**config.mk**
```make
export PLATFORM = sky130hd
export DESIGN_NAME = shared_buf_dma
export DESIGN_NICKNAME = d
export VERILOG_FILES = /design/src/rtl/sbd_pkg.sv /design/src/rtl/sbd_lock_arb.sv /design/src/rtl/sbd_addr.sv /design/src/rtl/sbd_xfer_cnt.sv /design/src/rtl/shared_buf_dma.sv
export SDC_FILE = /design/constraint.sdc
export NUM_CORES = 1
export LEC_CHECK = 0
export BUFFER_PORTS_ARGS = -buffer_cell sky130_fd_sc_hd__buf_2
export CORE_ASPECT_RATIO = 0.9
export CORE_MARGIN = 2
export CORE_UTILIZATION = 60
export DETAILED_ROUTE_END_ITERATION = 10
export GPL_TIMING_DRIVEN = 0
export PLACE_DENSITY = 0.83
export SYNTH_ARGS = -nofsm -noshare
export SYNTH_HDL_FRONTEND = slang
export SYNTH_HIERARCHICAL = 1
export SYNTH_SLANG_ARGS = --single-unit
```
**constraint.sdc**
```tcl
create_clock -name clk -period 3.5 [get_ports clk]
set_clock_uncertainty 0.05 [all_clocks]
set_input_delay 0.35 -clock clk [delete_from_list [all_inputs] [get_ports clk]]
set_output_delay 0.35 -clock clk [all_outputs]
set_load 0.005 [all_outputs]
```
**src/rtl/sbd_pkg.sv**
```systemverilog
package sbd_pkg;
   typedef enum logic [2:0] {
      IDX_ADR_LO  = 3'd0,
      IDX_ADR_MID = 3'd1,
      IDX_ADR_HI  = 3'd2,
      IDX_LENGTH  = 3'd6,
      IDX_CONTROL = 3'd7
   } sbd_idx_e;

   localparam int CTL_TWOS_BIT = 0;
   localparam int CTL_SIZE_LSB = 1;
endpackage

```
**src/rtl/sbd_lock_arb.sv**
```systemverilog
module sbd_lock_arb #(
   parameter int NREQ = 2,
   localparam int IDW = (NREQ > 1) ? $clog2(NREQ) : 1
) (
   input  logic            clk,
   input  logic            rst_n,
   input  logic [NREQ-1:0] req,
   input  logic            done,
   output logic            owner_vld,
   output logic [IDW-1:0]  owner_id,
   output logic [NREQ-1:0] gnt
);
   logic [IDW-1:0] pick;
   logic           drop;

   always_comb begin
      pick = '0;
      for (int i = NREQ - 1; i >= 0; i--)
         if (req[i]) pick = IDW'(i);
   end

   assign drop = owner_vld && (done || !req[owner_id]);

   always_ff @(posedge clk or negedge rst_n) begin
      if (!rst_n) begin
         owner_vld <= 1'b0;
         owner_id  <= '0;
      end else if (drop) begin
         owner_vld <= 1'b0;
      end else if (!owner_vld && (|req)) begin
         owner_vld <= 1'b1;
         owner_id  <= pick;
      end
   end

   always_comb begin
      gnt = '0;
      if (owner_vld) gnt[owner_id] = 1'b1;
   end

   // idle lock with requester 0 asking goes to requester 0
   p_tie_r1: assert property (@(posedge clk) disable iff (!rst_n)
      (!owner_vld && req[0]) |=> gnt[0]);
   // grant held while the owner keeps requesting
   p_hold_r2: assert property (@(posedge clk) disable iff (!rst_n)
      (owner_vld && req[owner_id] && !done) |=> (owner_vld && $stable(owner_id)));
   // terminal count forces one ungranted cycle
   p_gap_r9: assert property (@(posedge clk) disable iff (!rst_n)
      (owner_vld && done) |=> (gnt == '0));
endmodule

```
**src/rtl/sbd_addr.sv**
```systemverilog
module sbd_addr #(
   parameter int OFS_W  = 14,
   parameter int ADDR_W = 24,
   localparam int LANES = ADDR_W / 8
) (
   input  logic             clk,
   input  logic             rst_n,
   input  logic             wr_en,
   input  logic [2:0]       wr_lane,
   input  logic [7:0]       wdata,
   input  logic             inc,
   output logic [OFS_W-1:0] ofs
);
   logic [OFS_W-1:0] wr_mask, wr_val, ofs_nxt;
   logic             lint_unused_data;

   assign lint_unused_data = ^wdata;

   for (genvar k = 0; k < LANES; k++) begin : g_lane
      if (k * 8 < OFS_W) begin : g_used
         localparam int LW = (OFS_W - k * 8 > 8) ? 8 : OFS_W - k * 8;
         assign wr_mask[k*8 +: LW] = {LW{wr_en && (wr_lane == 3'(k))}};
         assign wr_val[k*8 +: LW]  = wdata[LW-1:0];
      end else begin : g_dropped
         // address bits above the buffer window have no storage
      end
   end

   always_comb begin
      ofs_nxt = (ofs & ~wr_mask) | (wr_val & wr_mask);
      if (inc) ofs_nxt = ofs + 1'b1;
   end

   always_ff @(posedge clk or negedge rst_n) begin
      if (!rst_n) ofs <= '0;
      else        ofs <= ofs_nxt;
   end

   // offset steps by one per accepted byte, wrapping at the window top
   p_inc_r6: assert property (@(posedge clk) disable iff (!rst_n)
      (inc && !wr_en) |=> (ofs == OFS_W'($past(ofs) + 1'b1)));
   // writes to lanes beyond the window leave the offset alone
   p_hilane_r3: assert property (@(posedge clk) disable iff (!rst_n)
      (wr_en && !inc && (wr_lane >= 3'((OFS_W + 7) / 8))) |=> $stable(ofs));
endmodule

```
**src/rtl/sbd_xfer_cnt.sv**
```systemverilog
module sbd_xfer_cnt #(
   parameter int SEC_W     = 8,
   parameter int BASE_LOG2 = 7,
   parameter int SEL_W     = 2,
   localparam int BCNT_W   = BASE_LOG2 + (1 << SEL_W) - 1
) (
   input  logic       clk,
   input  logic       rst_n,
   input  logic       ctl_we,
   input  logic       len_we,
   input  logic [7:0] wdata,
   input  logic       stb,
   input  logic       abort,
   output logic       active,
   output logic       tc_fire,
   output logic       tc
);
   import sbd_pkg::*;

   localparam logic [SEC_W-1:0] SEC_END = {{(SEC_W-1){1'b1}}, 1'b0};
   localparam logic [BCNT_W-1:0] ONES   = '1;

   logic              twos;
   logic [SEL_W-1:0]  sel;
   logic [SEC_W-1:0]  sec, len_ld;
   logic [BCNT_W-1:0] bcnt, last_val;
   logic              last_byte;

   assign len_ld    = twos ? (wdata[SEC_W-1:0] - 1'b1) : wdata[SEC_W-1:0];
   assign last_val  = ~(ONES << (BASE_LOG2 + 32'(sel)));
   assign last_byte = (bcnt == last_val);
   assign tc_fire   = stb && active && last_byte && (sec == SEC_END);

   always_ff @(posedge clk or negedge rst_n) begin
      if (!rst_n) begin
         twos <= 1'b0; sel <= '0; sec <= '1; bcnt <= '0;
         active <= 1'b0; tc <= 1'b0;
      end else begin
         tc <= tc_fire;
         if (ctl_we) begin
            twos <= wdata[CTL_TWOS_BIT];
            sel  <= wdata[CTL_SIZE_LSB +: SEL_W];
         end
         if (len_we) begin
            sec    <= len_ld;
            bcnt   <= '0;
            active <= (len_ld != '1);
         end else if (abort) begin
            active <= 1'b0;
         end else if (stb && active) begin
            if (last_byte) begin
               bcnt <= '0;
               if (sec == SEC_END) active <= 1'b0;
               else                sec    <= sec + 1'b1;
            end else begin
               bcnt <= bcnt + 1'b1;
            end
         end
      end
   end

   // terminal count is a single-cycle pulse and ends the transfer
   p_tc_pulse_r7: assert property (@(posedge clk) disable iff (!rst_n)
      tc |=> !tc);
   p_tc_idle_r7: assert property (@(posedge clk) disable iff (!rst_n)
      tc |-> !active);
   // without an accepted byte or load the counts stand still
   p_freeze_r8: assert property (@(posedge clk) disable iff (!rst_n)
      (!stb && !len_we) |=> ($stable(sec) && $stable(bcnt)));
endmodule

```
**src/rtl/shared_buf_dma.sv**
```systemverilog
module shared_buf_dma #(
   parameter int OFS_W     = 14,
   parameter int ADDR_W    = 24,
   parameter int SEC_W     = 8,
   parameter int BASE_LOG2 = 7,
   parameter int NREQ      = 2,
   localparam int IDW      = (NREQ > 1) ? $clog2(NREQ) : 1
) (
   input  logic             clk,
   input  logic             rst_n,
   input  logic [NREQ-1:0]  lock_req,
   output logic [NREQ-1:0]  lock_gnt,
   input  logic             reg_wr,
   input  logic [IDW-1:0]   reg_src,
   input  logic [2:0]       reg_idx,
   input  logic [7:0]       reg_wdata,
   input  logic             xfer_stb,
   input  logic [IDW-1:0]   xfer_src,
   output logic [OFS_W-1:0] buf_addr,
   output logic             xfer_active,
   output logic             tc,
   output logic             violation
);
   import sbd_pkg::*;

   if (OFS_W > ADDR_W || ADDR_W % 8 != 0 || ADDR_W > 64) begin : g_bad_addr
      $error("address widths out of range");
   end
   if (SEC_W < 2 || SEC_W > 8) begin : g_bad_sec
      $error("sector count must fit the length byte");
   end

   logic           owner_vld, tc_fire, abort;
   logic [IDW-1:0] owner_id;
   logic           own_wr, bad_wr, own_stb, bad_stb;

   assign abort   = owner_vld && !lock_req[owner_id];
   assign own_wr  = reg_wr && owner_vld && (reg_src == owner_id) && !xfer_active;
   assign bad_wr  = reg_wr && !own_wr;
   assign own_stb = xfer_stb && xfer_active && owner_vld && (xfer_src == owner_id);
   assign bad_stb = xfer_stb && !own_stb;

   sbd_lock_arb #(.NREQ(NREQ)) u_arb (
      .clk, .rst_n, .req(lock_req), .done(tc_fire),
      .owner_vld, .owner_id, .gnt(lock_gnt)
   );

   sbd_addr #(.OFS_W(OFS_W), .ADDR_W(ADDR_W)) u_addr (
      .clk, .rst_n, .wr_en(own_wr), .wr_lane(reg_idx), .wdata(reg_wdata),
      .inc(own_stb), .ofs(buf_addr)
   );

   sbd_xfer_cnt #(.SEC_W(SEC_W), .BASE_LOG2(BASE_LOG2)) u_cnt (
      .clk, .rst_n,
      .ctl_we(own_wr && (reg_idx == IDX_CONTROL)),
      .len_we(own_wr && (reg_idx == IDX_LENGTH)),
      .wdata(reg_wdata), .stb(own_stb), .abort(abort),
      .active(xfer_active), .tc_fire, .tc
   );

   always_ff @(posedge clk or negedge rst_n) begin
      if (!rst_n)                  violation <= 1'b0;
      else if (bad_wr || bad_stb)  violation <= 1'b1;
   end

   // the violation flag never clears outside reset
   p_sticky_r8: assert property (@(posedge clk) disable iff (!rst_n)
      violation |=> violation);
   // a rejected write does not move the offset
   p_ignore_r8: assert property (@(posedge clk) disable iff (!rst_n)
      (bad_wr && !own_stb) |=> $stable(buf_addr));
   // dropping the request ends any running transfer
   p_abort_r2: assert property (@(posedge clk) disable iff (!rst_n)
      abort |=> !xfer_active);
endmodule

```
==> metrics.md <==
| Metric | Value |
|---|---|
| Hold-fix buffers, CTS | `0` |
| I/O pins | `38` |
| GR Overflow Total | `0` |
| Port Buf Inserts | `37` |
| Post_cts resized | `0` |
| Worst slack, placed | `0.687 ns` |
| Cells after Synth | `302` |
| Antenna Nets Post-Route | `0` |
| Initial antenna violation count | `0` |
| GPL Wtd Cong | `0.921` |
| Sequential Area | `1010 um2` |
| TNS Setup | `0 ns` |
| Delay-heaviest family, CP | `simple AND/OR/NAND/NOR gates` |
| Clock transition at path regs | `0.08 ns` |
| Initial Util | `62.4%` |
| Power Density | `632 nW/um2` |
| Remaining routing DRC violations | `0` |
| # diodes | `0` |
| Final worst setup slack | `0.650 ns` |
| CTS tree | `done` |
| Root Driver | `clkbuf_8` |
| Synth-to-layout area growth | `13.4%` |
| Max clock buf depth | `2` |
| Final Critical Period | `2.85 ns` |
| Layout cells sized above 1 | `23.6%` |
| CP max stage delay | `0.63 ns` |
| Die Area | `5170 um2` |
| Crit path max fanout | `8` |
| Crit path DAT | `3.01 ns` |
| Tcrit/Tclk final | `81.4%` |
| Row count | `23` |
| CTS Sinks | `40` |
| Fillcell total | `365` |
| Critical path required time | `3.66 ns` |
| NumNets Final | `370` |
| Min-delay worst type | `in2async` |
| Core area | `4430 um2` |
| Final setup violation count | `0` |
| Core Util, Final | `70.8%` |
| First-pass GRT wire length | `10.9 mm` |
| Pre-antenna DRT Iters | `5` |
| Mean Syn Cell Area | `9.16 um2` |
| CP Launch Type | `register` |
| Clk_lat worst skew | `0.29 ns` |
| Gr usage total | `28.4%` |
| Hold Fails Final Rpt | `0` |
| Commonest cells post-synth | `dfrtp_1 (32), nand2_1 (32), nor2_1 (24), xnor2_1 (15)` |
| Die width | `75.6 um` |
| First DRT Iteration DRCs | `160` |
| Top cell type's share of synthesized area | `29.0%` |
| MaxCap Viol Count | `0` |
| Outcome | `finished, final reports clean` |
| Post-CTS Setup Bufs | `0` |
| RSZ-0062 raised after global routing | `false` |
| Area of the multi-input gates | `1630 um2` |
| Routed wire per std cell | `16.2 um` |
| Area leader, netlist | `dfrtp_1` |
| Worst-Margin Slew | `0.881 ns` |
| Peak Freq | `351 MHz` |
| FF+latch count, synth | `40` |
| Synth top area cells | `dfrtp_1 (29%), dfstp_2 (7.6%), xnor2_1 (4.8%)` |
| Slew HR | `41.3%` |
| Synth cell types | `68` |
| DR vias/cell | `6.02` |
| TritonCTS buffer count | `5` |
| Sequential-to-total area share from yosys stat | `36.6%` |
| HPWL after DPL | `4.79 mm` |
| Cell area after technology mapping | `2770 um2` |
| Buf+Inv Stages, Crit Path | `0` |
| Vias | `2,462` |
| EDFF count, synth | `0` |
| Worst setup EP type | `register` |
| Top_reg_cell synth | `dfrtp_1` |
| Max stage delay cell, worst path | `or4_1` |
| WL final | `6.63 mm` |
| Synth Warn # | `6` |
| Vias in the first global route | `2,286` |
| Syn_nets | `326` |
| Final slew viol count | `0` |
| CTS H-tree lvls | `2` |
| Crit-path cells | `xor2_1 > nor3b_1 > nand3b_1 > or4_1 > a211oi_1 > xnor2_1 > o21ai_0` |
| Largest net degree at the start of global routing | `41` |
| Fraction of registers with async set/reset | `100%` |
| Die height | `68.4 um` |
| P_leak | `0.00133 uW` |
| CP Class | `reg2reg` |
| Peak supply drop | `0.419 mV` |
[worst reg2reg max path: stages (launching register included)]
cell	delay [ns]
dfrtp_1	0.47
xor2_1	0.21
nor3b_1	0.43
nand3b_1	0.36
or4_1	0.63
a211oi_1	0.29
xnor2_1	0.11
o21ai_0	0.21
[kinds of logic (layout without fill, tap and decap cells)]
kind of cell,count (synthesis),after routing,share of synthesized area [%]
AOI/OAI and AO/OA,65,65,16.0
xor gates and xnor gates,27,27,8.55
adders and majority gates,5,5,2.26
buffers and inverters,24,69,4.48
DFF,40,40,36.6
muxes,14,14,5.52
and+or+nand+nor,127,127,26.7
[cell type report]
class	instances	area share [%]
plain buffers	13	2.63
clock buffers	6	2.31
clock inverters	2	1.12
inverters	11	1.32
multi-input cells	238	52.0
flip-flops and latches	40	32.2
well taps	62	2.47
repair buffers	37	5.91
[through the flow]
| step | total power (uW) | instance area [um2] | cells | hold slack [ns] |
|---|---|---|---|---|
| global placement | 1560 | 3030 | 401 | 0.418 |
| floorplan | 1340 | 2770 | 302 | 0.00441 |
| finish | 1980 | 3140 | 409 | 0.128 |
| CTS | 1980 | 3140 | 409 | 0.149 |
| detailed placement | 1590 | 3030 | 401 | 0.428 |
| global route | 2130 | 3140 | 409 | 0.192 |
[cells in the final DEF (no fill, tap or decap), types with 4 or more instances in the layout]
cell	synthesis	final
clkbuf_1	3	4
xor2_1	12	12
nor2b_1	6	6
a31oi_1	6	6
and2_1	5	5
nand4_1	8	8
nand3_1	5	5
buf_2	3	40
mux2i_1	7	7
nand2_1	32	32
a21oi_1	13	13
inv_1	11	11
nor2_1	24	24
dfstp_2	8	8
nor3_1	9	9
mux2_2	4	4
clkbuf_8	0	5
xnor2_1	15	15
o21ai_0	13	13
ha_1	5	5
dfrtp_1	32	32
a211oi_1	5	5
[power breakdown]
group	internal [uW]	switching [uW]
Combinational	361	367
Clock	212	160
Sequential	650	233
Total	1220	760
[routing by layer]
metal / global-route usage, % / share of wire [%]
met2: 43.0 / 44
met3: 7.22 / 6.6
met4: 10.7 / 2.1
met5: 0 / 0
met1: 39.2 / 47
[final timing paths]
check	startpoint	end	slack [ns]	depth (start not counted)
max in group asynchronous	rst_n	u_cnt/bcnt[7]$_DFFE_PN0P_	2.73	1
min in group clk	lock_req[0]	u_arb/owner_id$_DFFE_PN0P_	0.23	2
hold reg to reg	violation$_DFFE_PN0P_	violation$_DFFE_PN0P_	0.44	2
setup reg to reg	u_arb/owner_id$_DFFE_PN0P_	u_cnt/sec[3]$_DFFE_PN1P_	0.65	7
hold / removal	rst_n	asynchronous set/reset pin	0.13	1
setup / recovery	u_arb/owner_id$_DFFE_PN0P_	u_cnt/sec[3]$_DFFE_PN1P_	0.65	7
Note: power is estimated with default switching activity, not from simulation.
